$ cat src/rtl/wdg_pkg.sv
package wdg_pkg;
  localparam logic [15:0] KEY_ARM    = 16'hCCCC;
  localparam logic [15:0] KEY_OPEN   = 16'h5555;
  localparam logic [15:0] KEY_FEED   = 16'hAAAA;

  localparam int ADDR_KEY  = 0;
  localparam int ADDR_DIV  = 1;
  localparam int ADDR_RLD  = 2;
  localparam int ADDR_STAT = 3;
  localparam int ADDR_WIN  = 4;
endpackage

$ cat src/rtl/wdg_regs.sv
module wdg_regs
  import wdg_pkg::*;
#(
  parameter int AW         = 3,
  parameter int DW         = 32,
  parameter int PR_W       = 3,
  parameter int RL_W       = 12,
  parameter int SYNC_TICKS = 5
) (
  input  logic            clk,
  input  logic            rst,
  input  logic            bus_sel,
  input  logic            bus_wr,
  input  logic [AW-1:0]   bus_addr,
  input  logic [DW-1:0]   bus_wdata,
  input  logic            tick,
  output logic [DW-1:0]   bus_rdata,
  output logic            rd_valid,
  output logic [PR_W-1:0] pr_act,
  output logic [RL_W-1:0] rl_act,
  output logic [RL_W-1:0] win_val,
  output logic [1:0]      pend,
  output logic            arm_key,
  output logic            feed_key
);
  localparam int SW  = $clog2(SYNC_TICKS + 1);
  localparam int NCH = 2;

  logic            wr_key, wr_div, wr_rld, wr_win;
  logic            unlocked;
  logic [15:0]     key_val;
  logic [PR_W-1:0] pr_sh;
  logic [RL_W-1:0] rl_sh;
  logic [NCH-1:0]  load_ch, done_ch;

  assign key_val  = bus_wdata[15:0];
  assign wr_key   = bus_sel && bus_wr && (bus_addr == AW'(ADDR_KEY));
  assign wr_div   = bus_sel && bus_wr && (bus_addr == AW'(ADDR_DIV));
  assign wr_rld   = bus_sel && bus_wr && (bus_addr == AW'(ADDR_RLD));
  assign wr_win   = bus_sel && bus_wr && (bus_addr == AW'(ADDR_WIN));
  assign arm_key  = wr_key && (key_val == KEY_ARM);
  assign feed_key = wr_key && (key_val == KEY_FEED);
  assign load_ch  = {wr_rld && unlocked, wr_div && unlocked};

  always_ff @(posedge clk) begin
    if (rst) begin
      unlocked <= 1'b0;
      pr_sh    <= '0;
      rl_sh    <= '1;
      win_val  <= '1;
    end else begin
      if (wr_key) unlocked <= (key_val == KEY_OPEN);
      if (load_ch[0]) pr_sh <= bus_wdata[PR_W-1:0];
      if (load_ch[1]) rl_sh <= bus_wdata[RL_W-1:0];
      if (wr_win && unlocked) win_val <= bus_wdata[RL_W-1:0];
    end
  end

  // One transfer tracker per shadowed register
  for (genvar ch = 0; ch < NCH; ch++) begin : g_xfer
    logic          busy;
    logic [SW-1:0] seen;
    always_ff @(posedge clk) begin
      if (rst) begin
        busy <= 1'b0;
        seen <= '0;
      end else if (load_ch[ch]) begin
        busy <= 1'b1;
        seen <= '0;
      end else if (busy && tick) begin
        if (seen == SW'(SYNC_TICKS - 1)) busy <= 1'b0;
        else seen <= seen + 1'b1;
      end
    end
    assign done_ch[ch] = busy && tick && !load_ch[ch] && (seen == SW'(SYNC_TICKS - 1));
    assign pend[ch]    = busy;
  end

  always_ff @(posedge clk) begin
    if (rst) begin
      pr_act <= '0;
      rl_act <= '1;
    end else begin
      if (done_ch[0]) pr_act <= pr_sh;
      if (done_ch[1]) rl_act <= rl_sh;
    end
  end

  always_ff @(posedge clk) begin
    if (rst) begin
      rd_valid  <= 1'b0;
      bus_rdata <= '0;
    end else begin
      rd_valid <= bus_sel && !bus_wr;
      if (bus_sel && !bus_wr) begin
        case (bus_addr)
          AW'(ADDR_DIV):  bus_rdata <= DW'(pr_sh);
          AW'(ADDR_RLD):  bus_rdata <= DW'(rl_sh);
          AW'(ADDR_STAT): bus_rdata <= DW'(pend);
          AW'(ADDR_WIN):  bus_rdata <= DW'(win_val);
          default:        bus_rdata <= '0;
        endcase
      end
    end
  end
endmodule

$ cat src/rtl/wdg_presc.sv
module wdg_presc #(
  parameter int PR_W      = 3,
  parameter int MAX_SHIFT = 6
) (
  input  logic            clk,
  input  logic            rst,
  input  logic [PR_W-1:0] pr_act,
  output logic            tick
);
  localparam int CW = MAX_SHIFT + 2;

  logic [PR_W-1:0] sh;
  logic [CW:0]     div;
  logic [CW-1:0]   lim, pc;

  assign sh   = (pr_act > PR_W'(MAX_SHIFT)) ? PR_W'(MAX_SHIFT) : pr_act;
  assign div  = (CW + 1)'(4) << sh;
  assign lim  = CW'(div - (CW + 1)'(1));
  assign tick = (pc >= lim);

  always_ff @(posedge clk) begin
    if (rst)       pc <= '0;
    else if (tick) pc <= '0;
    else           pc <= pc + 1'b1;
  end
endmodule

$ cat src/rtl/wdg_count.sv
module wdg_count #(
  parameter int RL_W = 12
) (
  input  logic            clk,
  input  logic            rst,
  input  logic            tick,
  input  logic            arm_key,
  input  logic            feed_key,
  input  logic [RL_W-1:0] rl_act,
  input  logic [RL_W-1:0] win_val,
  output logic            running,
  output logic            fired,
  output logic [RL_W-1:0] cnt,
  output logic            rst_req
);
  logic win_on;
  assign win_on = (win_val != '1);

  always_ff @(posedge clk) begin
    if (rst) begin
      running <= 1'b0;
      fired   <= 1'b0;
      cnt     <= '1;
      rst_req <= 1'b0;
    end else begin
      rst_req <= 1'b0;
      if (arm_key && !running) begin
        running <= 1'b1;
        cnt     <= rl_act;
      end else if (running && !fired) begin
        if (feed_key) begin
          if (win_on && (cnt > win_val)) begin
            rst_req <= 1'b1;
            fired   <= 1'b1;
          end else begin
            cnt <= rl_act;
          end
        end else if (tick) begin
          if (cnt == '0) begin
            rst_req <= 1'b1;
            fired   <= 1'b1;
            cnt     <= rl_act;
          end else begin
            cnt <= cnt - 1'b1;
          end
        end
      end
    end
  end
endmodule

$ cat src/rtl/keyed_wdog.sv
module keyed_wdog #(
  parameter int AW         = 3,
  parameter int DW         = 32,
  parameter int PR_W       = 3,
  parameter int RL_W       = 12,
  parameter int MAX_SHIFT  = 6,
  parameter int SYNC_TICKS = 5
) (
  input  logic          clk,
  input  logic          rst,
  input  logic          bus_sel,
  input  logic          bus_wr,
  input  logic [AW-1:0] bus_addr,
  input  logic [DW-1:0] bus_wdata,
  output logic [DW-1:0] bus_rdata,
  output logic          rd_valid,
  output logic          rst_req
);
  logic            tick, arm_key, feed_key, running, fired;
  logic [PR_W-1:0] pr_act;
  logic [RL_W-1:0] rl_act, win_val, cnt;
  logic [1:0]      pend;

  wdg_regs #(.AW(AW), .DW(DW), .PR_W(PR_W), .RL_W(RL_W), .SYNC_TICKS(SYNC_TICKS)) u_regs (
    .clk(clk), .rst(rst), .bus_sel(bus_sel), .bus_wr(bus_wr), .bus_addr(bus_addr),
    .bus_wdata(bus_wdata), .tick(tick), .bus_rdata(bus_rdata), .rd_valid(rd_valid),
    .pr_act(pr_act), .rl_act(rl_act), .win_val(win_val), .pend(pend),
    .arm_key(arm_key), .feed_key(feed_key)
  );

  wdg_presc #(.PR_W(PR_W), .MAX_SHIFT(MAX_SHIFT)) u_presc (
    .clk(clk), .rst(rst), .pr_act(pr_act), .tick(tick)
  );

  wdg_count #(.RL_W(RL_W)) u_cnt (
    .clk(clk), .rst(rst), .tick(tick), .arm_key(arm_key), .feed_key(feed_key),
    .rl_act(rl_act), .win_val(win_val), .running(running), .fired(fired),
    .cnt(cnt), .rst_req(rst_req)
  );
endmodule

$ cat config.mk
export PLATFORM = sky130hd
export DESIGN_NAME = keyed_wdog
export DESIGN_NICKNAME = d
export VERILOG_FILES = /design/src/rtl/wdg_pkg.sv /design/src/rtl/wdg_regs.sv /design/src/rtl/wdg_presc.sv /design/src/rtl/wdg_count.sv /design/src/rtl/keyed_wdog.sv
export SDC_FILE = /design/constraint.sdc
export NUM_CORES = 1
export LEC_CHECK = 0
export BUFFER_PORTS_ARGS = -buffer_cell sky130_fd_sc_hd__buf_2
export CORE_AREA = 2 2 96 122
export CTS_CLUSTER_SIZE = 14
export DETAILED_ROUTE_END_ITERATION = 10
export DIE_AREA = 0 0 98 124
export GPL_ROUTABILITY_DRIVEN = 0
export GPL_TIMING_DRIVEN = 0
export HOLD_SLACK_MARGIN = 0.03
export PLACE_DENSITY = 0.67
export SLEW_MARGIN = 20
export SYNTH_ARGS = -nofsm -noshare
export SYNTH_HDL_FRONTEND = slang
export SYNTH_HIERARCHICAL = 1
export SYNTH_SLANG_ARGS = --single-unit
export TNS_END_PERCENT = 5
$ cat constraint.sdc
create_clock -name clk -period 2.58 [get_ports clk]
set_clock_uncertainty 0.1 [all_clocks]
set_input_delay 0.129 -clock clk [delete_from_list [all_inputs] [get_ports clk]]
set_output_delay 0.129 -clock clk [all_outputs]
set_load 0.03 [all_outputs]
==> flow_summary.json <==
{
  "status": "finished with violations",
  "violations": "setup timing",
  "cell_total_after_placement": 752,
  "start_to_end_type_of_the_worst_setup_path": "flop to flop",
  "max-vdd-ir-drop_mv": 0.326,
  "clk_latency_ns": 0.34,
  "layout.filler_cells": 976,
  "clock_transition_time_at_the_flip_flop_clock_pins_of_the_worst_setup_and_hold_paths_ns": 0.07,
  "number_of_hold_slack_violations_in_the_final_timing_report": 0,
  "die_area_um2": 12200,
  "setup_violations": 11,
  "timing.final.max_slew_violations": 0,
  "clock_power_share_pct": 45.9,
  "layout.core_utilization_pct": 55.0,
  "antenna_cells_inserted": 0,
  "ios": 73,
  "post_synth.cell_area_avg_um2": 8.58,
  "p_total_w": 0.00314,
  "port_buffers": 34,
  "preCtsSetupSlack_ns": -0.405,
  "die_h_um": 124,
  "layout_setup_ws_ns": -0.0698,
  "cts_tree": "built",
  "multiInputGateArea_um2": 2910,
  "power.static_leakage_nw": 2.51,
  "cellInternalPower_w": 0.00237,
  "coreArea_um2": 10900,
  "setup_repair_after_global_routing_missed_its_margin": "true",
  "worstPathRequired_ns": 2.71,
  "critical_path.max_fanout": 5,
  "inserted_clock_buffers": 9,
  "cts_max_path_buffers": 2,
  "x_dimension_of_the_die_um": 98,
  "cts_root_buf": "sky130_fd_sc_hd__clkbuf_16",
  "power.share.sequential_pct": 43.8,
  "critical_path.cell_chain": "buf_4 -> nor2_1 -> ha_1 -> nor2_1 -> nor4_4 -> a2111o_1 -> o211a_4 -> nand2_4 -> nor3_2 -> a211o_1 -> a221o_1",
  "drtIter0Drc": 251,
  "crit_arrival_ns": 2.78,
  "drt_first_pass_iters": 5,
  "rows": 43,
  "net-switching-power_w": 0.000765,
  "clock_sink_count": 87,
  "htree_levels": 3,
  "antenna_found_initial": 0,
  "min_period_ns": 2.65,
  "remaining_max_slew_budget_at_the_tightest_pin_pct": 56.3,
  "cp-start-kind": "flop",
  "drc": 0,
  "final_net_count": 716,
  "maxCapViolCount": 0,
  "postRouteAntennaNets": 0,
  "maximum_clock_rate_mhz": 377,
  "power_switching_share_pct": 24.4,
  "combPwrFrac_pct": 10.3,
  "maximum_number_of_pins_on_one_net_before_global_route_repair": 16,
  "floorplan.initialDensity_pct": 44.3,
  "seqCellArea_um2": 1750,
  "area_growth_syn_to_layout_pct": 24.1,
  "layoutNonFillerInstCount": 792,
  "p_per_area_nw_per_um2": 522,
  "grt_pass1_wl_um": 21500,
  "detail_route.vias_per_cell": 5.76,
  "grt.total_usage_pct": 22.0,
  "period_utilisation_layout_pct": 103,
  "grt-ovfl-total": 0,
  "hold_class": "input pin to flop",
  "path_common_cell": "sky130_fd_sc_hd__nor2_1",
  "netlist_area_um2": 4840,
  "layout-drive-gt1-share_pct": 19.9,
  "post_synth_inst_count": 564,
  "critPathCaptureType": "flop",
  "detail_route.wirelength_um": 13600,
  "timing.critical_path.slowest_cell_delay_ns": 0.37,
  "via_count_of_the_first_global_routing_pass": 4362,
  "dp_hpwl_um": 9600,
  "dr_total_vias": 4563,
  "cpMaxStageDelayCell": "sky130_fd_sc_hd__dfxtp_4",
  "route.detailed.wl_per_inst_um": 17.1,
  "worst_pin_slew_ns": 0.650,
  "synth_warnings": 6
}
## critical path: cells and delay by family (launching register included)
kind / cells / cell delay [ns]
AOI/OAI and AO/OA: 4 / 1.19
and+or+nand+nor: 5 / 0.49
DFF: 1 / 0.37
adders and majority gates: 1 / 0.24
buffers and inverters: 1 / 0.14
## cell type report
class	count	area share (%)
Buffer	50	5.67
Clock buffer	10	3.98
Clock inverter	6	1.56
Inverter	22	1.38
Multi-Input combinational cell	424	48.5
Sequential cell	87	29.2
Tap cell	135	2.81
Timing Repair Buffer	58	6.94
## timing repair
action,in CTS,in global routing
setup endpoints to repair,31,32
setup buffers,6,2
endpoints found under the hold margin,24,0
gates cloned,0,1
hold buffers,15,0
pin swaps,12,14
gates resized for setup,13,32
## sequential cells by signal (all words and copies together) (netlist names)
register,cells
u_regs/rl_sh,12
u_cnt/cnt,12
u_regs/rd_valid,1
u_regs/pr_sh,3
u_regs/g_xfer.seen,6
u_presc/pc,8
u_regs/pr_act,3
u_cnt/rst_req,1
u_cnt/fired,1
u_regs/unlocked,1
u_regs/bus_rdata,12
u_regs/rl_act,12
u_cnt/running,1
u_regs/win_val,12
u_regs/g_xfer.busy,2
## layer usage
metal  track usage [%]  part of all wire, %
met5                 0                    0
met4              12.4                  3.5
met1              25.6                   41
met2              39.2                   52
met3              2.53                  4.3
## cells in the final DEF (no fill, tap or decap), types with 12 or more instances in the layout
cell and instances:
sky130_fd_sc_hd__dfxtp_1 84, sky130_fd_sc_hd__nor2_1 63, sky130_fd_sc_hd__nand2_1 41, sky130_fd_sc_hd__buf_2 36, sky130_fd_sc_hd__a21oi_1 28, sky130_fd_sc_hd__buf_4 28, sky130_fd_sc_hd__ha_1 24, sky130_fd_sc_hd__inv_1 22
sky130_fd_sc_hd__nor3_1 21, sky130_fd_sc_hd__conb_1 20, sky130_fd_sc_hd__nor2b_1 19, sky130_fd_sc_hd__clkbuf_1 16, sky130_fd_sc_hd__dlygate4sd3_1 15, sky130_fd_sc_hd__a22o_1 14, sky130_fd_sc_hd__nand3b_1 13, sky130_fd_sc_hd__a211o_1 13
sky130_fd_sc_hd__a22oi_1 12
## stage by stage
step / instance area, µm² / TNS, ns / hold slack, ns
after global routing: 6000 / -2.47 / 0.0740
after CTS: 5810 / -1.17 / 0.0536
final: 6000 / -0.363 / 0.0524
after floorplan: 4920 / 0 / 0.147
after detailed placement: 5260 / -6.90 / 0.288
after global placement: 5260 / -5.05 / 0.280
## path summary, 6_finish.rpt
kind | from | endpoint | slack [ns] | depth (start not counted)
max reg2reg | u_regs/pr_act[2] | u_cnt/cnt[6] | -0.07 | 11
max | u_regs/pr_act[2] | u_cnt/cnt[6] | -0.07 | 11
min | bus_sel | u_regs/rd_valid | 0.05 | 3
min reg2reg | u_cnt/fired | u_cnt/fired | 0.36 | 1
## power groups by stage
stage / clock [W] / combinational, W / sequential, W
finish: 0.00144 / 0.000324 / 0.00137
global route: 0.00152 / 0.000350 / 0.00137
CTS: 0.00146 / 0.000310 / 0.00137
detailed placement: 0 / 0.000275 / 0.00141
global placement: 0 / 0.000270 / 0.00140
floorplan: 0 / 0.000189 / 0.00141
Power figures use the tool's default switching activity.
